--- config.mk ---
export PLATFORM = sky130hd
export DESIGN_NAME = icap_unit
export DESIGN_NICKNAME = d
export VERILOG_FILES = /design/src/rtl/icap_pkg.sv /design/src/rtl/icap_sync.sv /design/src/rtl/icap_filter.sv /design/src/rtl/icap_edge.sv /design/src/rtl/icap_unit.sv
export SDC_FILE = /design/constraint.sdc
export NUM_CORES = 1
export LEC_CHECK = 0
export ABC_AREA = 1
export CAP_MARGIN = 10
export CORE_AREA = 2 2 53 55
export CTS_CLUSTER_DIAMETER = 30
export DETAILED_ROUTE_END_ITERATION = 6
export DIE_AREA = 0 0 55 57
export GPL_ROUTABILITY_DRIVEN = 0
export GPL_TIMING_DRIVEN = 0
export PLACE_DENSITY_LB_ADDON = 0.2
export SYNTH_ARGS = -nofsm -noshare
export SYNTH_HDL_FRONTEND = slang
export SYNTH_HIERARCHICAL = 1
export SYNTH_SLANG_ARGS = --single-unit
--- constraint.sdc ---
create_clock -name clk -period 1.79 [get_ports clk]
set_input_delay 0.2685 -clock clk [delete_from_list [all_inputs] [get_ports clk]]
set_output_delay 0.2685 -clock clk [all_outputs]
set_load 0.01 [all_outputs]
--- src/rtl/icap_pkg.sv ---
package icap_pkg;
    typedef enum logic [1:0] {
        FLT_LOW     = 2'd0,
        FLT_RISING  = 2'd1,
        FLT_HIGH    = 2'd2,
        FLT_FALLING = 2'd3
    } flt_state_e;
endpackage

--- src/rtl/icap_sync.sv ---
module icap_sync #(
    parameter int STAGES = 2
) (
    input  logic clk,
    input  logic rst_n,
    input  logic din,
    output logic dout
);
    logic [STAGES-1:0] chain_q;

    generate
        for (genvar i = 0; i < STAGES; i++) begin : g_stage
            if (i == 0) begin : g_first
                always_ff @(posedge clk or negedge rst_n) begin
                    if (!rst_n) chain_q[0] <= 1'b0;
                    else        chain_q[0] <= din;
                end
            end else begin : g_next
                always_ff @(posedge clk or negedge rst_n) begin
                    if (!rst_n) chain_q[i] <= 1'b0;
                    else        chain_q[i] <= chain_q[i-1];
                end
            end
        end
    endgenerate

    assign dout = chain_q[STAGES-1];
endmodule

--- src/rtl/icap_filter.sv ---
module icap_filter
    import icap_pkg::*;
#(
    parameter int FILT_LEN = 4
) (
    input  logic clk,
    input  logic rst_n,
    input  logic din,
    output logic level
);
    localparam int RW = (FILT_LEN > 2) ? $clog2(FILT_LEN) : 1;
    localparam logic [RW-1:0] RUN_LAST = RW'(FILT_LEN - 1);

    flt_state_e state_q, state_d;
    logic [RW-1:0] run_q, run_d;

    always_ff @(posedge clk or negedge rst_n) begin
        if (!rst_n) begin
            state_q <= FLT_LOW;
            run_q   <= '0;
        end else begin
            state_q <= state_d;
            run_q   <= run_d;
        end
    end

    always_comb begin
        state_d = state_q;
        run_d   = run_q;
        unique case (state_q)
            FLT_LOW: begin
                if (din) begin
                    state_d = FLT_RISING;
                    run_d   = RW'(1);
                end
            end
            FLT_RISING: begin
                if (!din) begin
                    state_d = FLT_LOW;
                    run_d   = '0;
                end else if (run_q == RUN_LAST) begin
                    state_d = FLT_HIGH;
                    run_d   = '0;
                end else begin
                    run_d = run_q + RW'(1);
                end
            end
            FLT_HIGH: begin
                if (!din) begin
                    state_d = FLT_FALLING;
                    run_d   = RW'(1);
                end
            end
            FLT_FALLING: begin
                if (din) begin
                    state_d = FLT_HIGH;
                    run_d   = '0;
                end else if (run_q == RUN_LAST) begin
                    state_d = FLT_LOW;
                    run_d   = '0;
                end else begin
                    run_d = run_q + RW'(1);
                end
            end
            default: begin
                state_d = FLT_LOW;
                run_d   = '0;
            end
        endcase
    end

    always_comb begin
        unique case (state_q)
            FLT_HIGH, FLT_FALLING: level = 1'b1;
            default:               level = 1'b0;
        endcase
    end

    // the filtered level moves only once a full run of equal samples is seen
    p_filt_full_run_r4: assert property (@(posedge clk) disable iff (!rst_n)
        (level != $past(level)) |-> ($past(run_q) == RUN_LAST))
        else $error("filtered level changed without a full run");
endmodule

--- src/rtl/icap_edge.sv ---
module icap_edge (
    input  logic clk,
    input  logic rst_n,
    input  logic lvl,
    input  logic sel_rise,
    output logic evt
);
    logic prev_q;
    logic rise, fall;

    always_ff @(posedge clk or negedge rst_n) begin
        if (!rst_n) prev_q <= 1'b0;
        else        prev_q <= lvl;
    end

    assign rise = lvl & ~prev_q;
    assign fall = ~lvl & prev_q;
    assign evt  = sel_rise ? rise : fall;

    // a rising edge cannot repeat on the next cycle; no select-driven events
    p_rise_single_r6: assert property (@(posedge clk) disable iff (!rst_n)
        rise |=> !rise)
        else $error("rising edge seen on two successive cycles");
endmodule

--- src/rtl/icap_unit.sv ---
module icap_unit
    import icap_pkg::*;
#(
    parameter int CNT_W       = 16,
    parameter int SYNC_STAGES = 2,
    parameter int FILT_LEN    = 4
) (
    input  logic             clk,
    input  logic             rst_n,
    input  logic             pin_i,
    input  logic [CNT_W-1:0] count_i,
    input  logic             filt_en_i,
    input  logic             edge_rise_i,
    input  logic             top_is_cap_i,
    input  logic             irq_en_i,
    input  logic             flag_clr_i,
    output logic [CNT_W-1:0] cap_value_o,
    output logic             cap_flag_o,
    output logic             irq_o
);
    logic sync_lvl, filt_lvl, src_lvl, raw_evt, fire;

    icap_sync #(.STAGES(SYNC_STAGES)) u_sync (
        .clk(clk), .rst_n(rst_n), .din(pin_i), .dout(sync_lvl)
    );

    icap_filter #(.FILT_LEN(FILT_LEN)) u_filter (
        .clk(clk), .rst_n(rst_n), .din(sync_lvl), .level(filt_lvl)
    );

    assign src_lvl = filt_en_i ? filt_lvl : sync_lvl;

    icap_edge u_edge (
        .clk(clk), .rst_n(rst_n), .lvl(src_lvl), .sel_rise(edge_rise_i), .evt(raw_evt)
    );

    assign fire = raw_evt & ~top_is_cap_i;

    always_ff @(posedge clk or negedge rst_n) begin
        if (!rst_n) begin
            cap_value_o <= '0;
            cap_flag_o  <= 1'b0;
        end else begin
            if (fire) cap_value_o <= count_i;
            if (fire)            cap_flag_o <= 1'b1;
            else if (flag_clr_i) cap_flag_o <= 1'b0;
        end
    end

    assign irq_o = cap_flag_o & irq_en_i;

    p_top_hold_r7: assert property (@(posedge clk) disable iff (!rst_n)
        top_is_cap_i |=> $stable(cap_value_o))
        else $error("capture register moved in TOP mode");

    p_flag_sticky_r8: assert property (@(posedge clk) disable iff (!rst_n)
        (cap_flag_o && !flag_clr_i) |=> cap_flag_o)
        else $error("flag dropped without a clear");

    p_clear_r8: assert property (@(posedge clk) disable iff (!rst_n)
        (flag_clr_i && !fire) |=> !cap_flag_o)
        else $error("clear strobe ignored");

    p_race_r9: assert property (@(posedge clk) disable iff (!rst_n)
        (flag_clr_i && fire) |=> cap_flag_o)
        else $error("clear beat a coincident capture");

    p_irq_gate_r10: assert property (@(posedge clk) disable iff (!rst_n)
        !cap_flag_o |-> !irq_o)
        else $error("interrupt without flag");
endmodule

==> impl_metrics.sql <==
INSERT INTO impl_metrics (metric_group, metric, value, unit) VALUES
('worst_setup_path', 'crit_path_cell_trace', 'clkdlybuf4s50_1, nand2_1, inv_1, clkdlybuf4s50_1', ''),
('route', 'drt_pass1_iterations', '4', ''),
('worst_setup_path', 'worstSetupStartpointType', 'primary input', ''),
('route', 'ant_nets', '0', ''),
('timing', 'max-slew-margin-rel', '30.7', '%'),
('route', 'number_of_drc_violations_after_detailed_routing', '0', ''),
('die', 'row_count', '19', ''),
('finish', 'finish.net_count', '185', ''),
('die', 'io_count', '42', ''),
('cts', 'post-cts-setup-buffer-count', '0', ''),
('power', 'p_int', '1.35', 'mW'),
('power', 'leakagePower', '0.750', 'nW'),
('power', 'power_frac_seq', '44.7', '%'),
('power', 'power.ir.vdd_worst', '843', 'uV'),
('finish', 'seq_area', '601', 'um2'),
('timing', 'final.min_clock_period', '1.63', 'ns'),
('yosys', 'compound_gate_fraction_of_synth_area', '2.53', '%'),
('yosys', 'ys_top_cells_by_area', 'sky130_fd_sc_hd__dfrtp_1, sky130_fd_sc_hd__nand2_1, sky130_fd_sc_hd__nand3_1', ''),
('timing', 'worst_case_hold_slack', '0.388', 'ns'),
('finish', 'number_of_filler_cells_placed_in_the_layout', '247', ''),
('finish', 'final_cells', '189', ''),
('die', 'die_h', '57', 'um'),
('die', 'fp.dieW', '55', 'um'),
('yosys', 'synth_top_family_by_area', 'simple AND/OR/NAND/NOR gates', ''),
('yosys', 'synth_unique_cells', '17', ''),
('yosys', 'avgSynthCellArea', '9.10', 'um2'),
('cts', 'tritoncts.num_buffers', '3', ''),
('yosys', 'syn_inst', '114', ''),
('power', 'share_clk_of_total_power', '11.0', '%'),
('power', 'combPwrFrac', '44.3', '%'),
('timing', 'final.period_utilization', '90.9', '%'),
('worst_setup_path', 'critical_path_buffer_and_inverter_count', '3', ''),
('timing', 'hold_viol', '0', ''),
('die', 'fp.coreArea', '0.00262', 'mm2'),
('route', 'detail_route.wl_per_cell', '11.4', 'um'),
('cts', 'clock-sinks', '24', ''),
('global_routing', 'largest_net_degree_at_the_start_of_global_routing', '25', ''),
('finish', 'final_core_util', '57.7', '%'),
('global_routing', 'antenna_found_initial', '0', ''),
('global_routing', 'grtUsageTotal', '14.8', '%'),
('outcome', 'result_of_the_run', 'completed', ''),
('worst_setup_path', 'critPathMaxFanout', '1', ''),
('die', 'die_area', '0.00314', 'mm2'),
('cts', 'clk_latency', '0.30', 'ns'),
('timing', 'final_max_slew_viol_count', '0', ''),
('worst_setup_path', 'slowest_stage', 'sky130_fd_sc_hd__clkdlybuf4s50_1', ''),
('power', 'power.density', '1350', 'mW/mm2'),
('global_routing', 'global_route_wire_length_before_repair', '3.38', 'mm'),
('worst_setup_path', 'worst_setup_path_end_kind', 'output pin', ''),
('yosys', 'xor_xnor_fraction_of_synth_area', '0', '%'),
('placed_design', 'dp.final_hpwl', '1.68', 'mm'),
('route', 'vias', '878', ''),
('timing', 'rsz0062_at_grt', 'false', ''),
('route', 'avgViaCountPerCell', '4.65', ''),
('yosys', 'synth_largest_type_area_fraction', '57.9', '%'),
('yosys', 'yosys.area_share.simple', '29.4', '%'),
('timing', 'timing.fmax', '615', 'MHz'),
('yosys', 'synth_mux_area_share', '0', '%'),
('route', 'first_iter_violations', '13', ''),
('yosys', 'synth_adder_area_share', '1.21', '%'),
('flow_run', 'cap_viol_max_count', '0', ''),
('finish', 'post_route_cells_drive_above_1_share', '8.23', '%'),
('yosys', 'synth.cell_area', '0.00104', 'mm2'),
('finish', 'area_delta_synth_final', '45.5', '%'),
('worst_setup_path', 'critical_path.max_stage_delay', '0.52', 'ns'),
('cts', 'cts.clk_slew.worst_paths', '0.12', 'ns'),
('worst_setup_path', 'worst_ep_required_time', '1.52', 'ns'),
('placed_design', 'place.detailed.instances', '186', ''),
('cts', 'htree_num_levels', '1', ''),
('cts', 'cts.repair.resized', '0', ''),
('yosys', 'yosysWarningCount', '6', '');
cells in the mapped netlist:
master and number:
sky130_fd_sc_hd__dfrtp_1 24, sky130_fd_sc_hd__clkbuf_1 1, sky130_fd_sc_hd__inv_2 1, sky130_fd_sc_hd__ha_1 1
sky130_fd_sc_hd__inv_4 1, sky130_fd_sc_hd__buf_6 3, sky130_fd_sc_hd__nor2_1 1, sky130_fd_sc_hd__nand2_2 2
sky130_fd_sc_hd__a21boi_1 1, sky130_fd_sc_hd__nand3_1 20, sky130_fd_sc_hd__nand2_1 43, sky130_fd_sc_hd__o21ai_0 2
sky130_fd_sc_hd__buf_4 1, sky130_fd_sc_hd__inv_1 10, sky130_fd_sc_hd__nand3b_1 1, sky130_fd_sc_hd__nand2_8 1
sky130_fd_sc_hd__o21ai_2 1
cell type report:
class / count / area share, %
inverters: 12 / 3.15
well taps: 31 / 2.57
plain buffers: 5 / 2.99
multi-input cells: 73 / 22.8
flip-flops and latches: 24 / 39.8
clock buffers: 3 / 1.49
repair buffers: 41 / 27.2
power groups by stage:
stage	Combinational (mW)	Clock, mW	Sequential, mW
after detailed placement	0.915	0	0.922
after CTS	0.917	0.237	0.912
final	0.902	0.223	0.910
after floorplan	0.335	0	0.990
after global routing	0.997	0.254	0.936
after global placement	0.892	0	0.908
layout by cell type (no fill, tap or decap):
master and n:
sky130_fd_sc_hd__o21ai_2 1, sky130_fd_sc_hd__inv_2 1, sky130_fd_sc_hd__inv_1 10, sky130_fd_sc_hd__nand2_2 2, sky130_fd_sc_hd__o21ai_0 2, sky130_fd_sc_hd__dfrtp_1 24, sky130_fd_sc_hd__nand2_1 43, sky130_fd_sc_hd__nand3b_1 1
sky130_fd_sc_hd__nand2_8 1, sky130_fd_sc_hd__clkbuf_1 1, sky130_fd_sc_hd__a21boi_1 1, sky130_fd_sc_hd__clkbuf_4 3, sky130_fd_sc_hd__nor2_1 1, sky130_fd_sc_hd__nand3_1 20, sky130_fd_sc_hd__buf_4 1, sky130_fd_sc_hd__clkdlybuf4s50_1 41
sky130_fd_sc_hd__ha_1 1, sky130_fd_sc_hd__buf_6 3, sky130_fd_sc_hd__inv_4 1
state kept, by name (all words and copies together), names as in the netlist, named ones only:
register / count
u_filter/state_q: 1
u_edge/prev_q: 1
u_filter/run_q: 2
u_sync/chain_q: 1
cap_value_o: 16
u_sync/dout: 1
cap_flag_o: 1
per-stage QoR:
stage | worst slack [ns] | power, mW
floorplan | 0.422 | 1.32
global placement | -0.00381 | 1.80
detailed placement | -0.0602 | 1.84
CTS | 0.147 | 2.07
global route | 0.0303 | 2.19
finish | 0.163 | 2.03
layer usage:
layer / vias to the layer above / routed length (um) / track usage (%)
li1: 443 / - / -
met1: 405 / 861 / 16.8
met2: 28 / 1140 / 26.0
met3: 2 / 139 / 3.14
met4: 0 / 21 / 6.27
met5: - / 0 / 0
worst paths after layout:
check	from	to	slack [ns]	cells after the start
worst max-delay path	irq_en_i	irq_o	0.16	4
worst max register to register	u_sync/dout$_DFF_PN0_	cap_value_o[9]$_DFFE_PN0P_	0.24	9
worst min register to register	u_sync/chain_q[0]$_DFF_PN0_	u_sync/dout$_DFF_PN0_	0.39	0
min in group asynchronous	rst_n	cap_value_o[8]$_DFFE_PN0P_	0.52	1
worst min-delay path	u_sync/chain_q[0]$_DFF_PN0_	u_sync/dout$_DFF_PN0_	0.39	0
max in group asynchronous	rst_n	u_sync/chain_q[0]$_DFF_PN0_	0.65	1
logic make-up (layout without fill, tap and decap cells):
kind of cell,Yosys count,in the layout
compound gates,4,4
fa+ha+maj,1,1
buf+inv,17,61
flops,24,24
simple gates,68,68
Power figures use the tool's default switching activity.
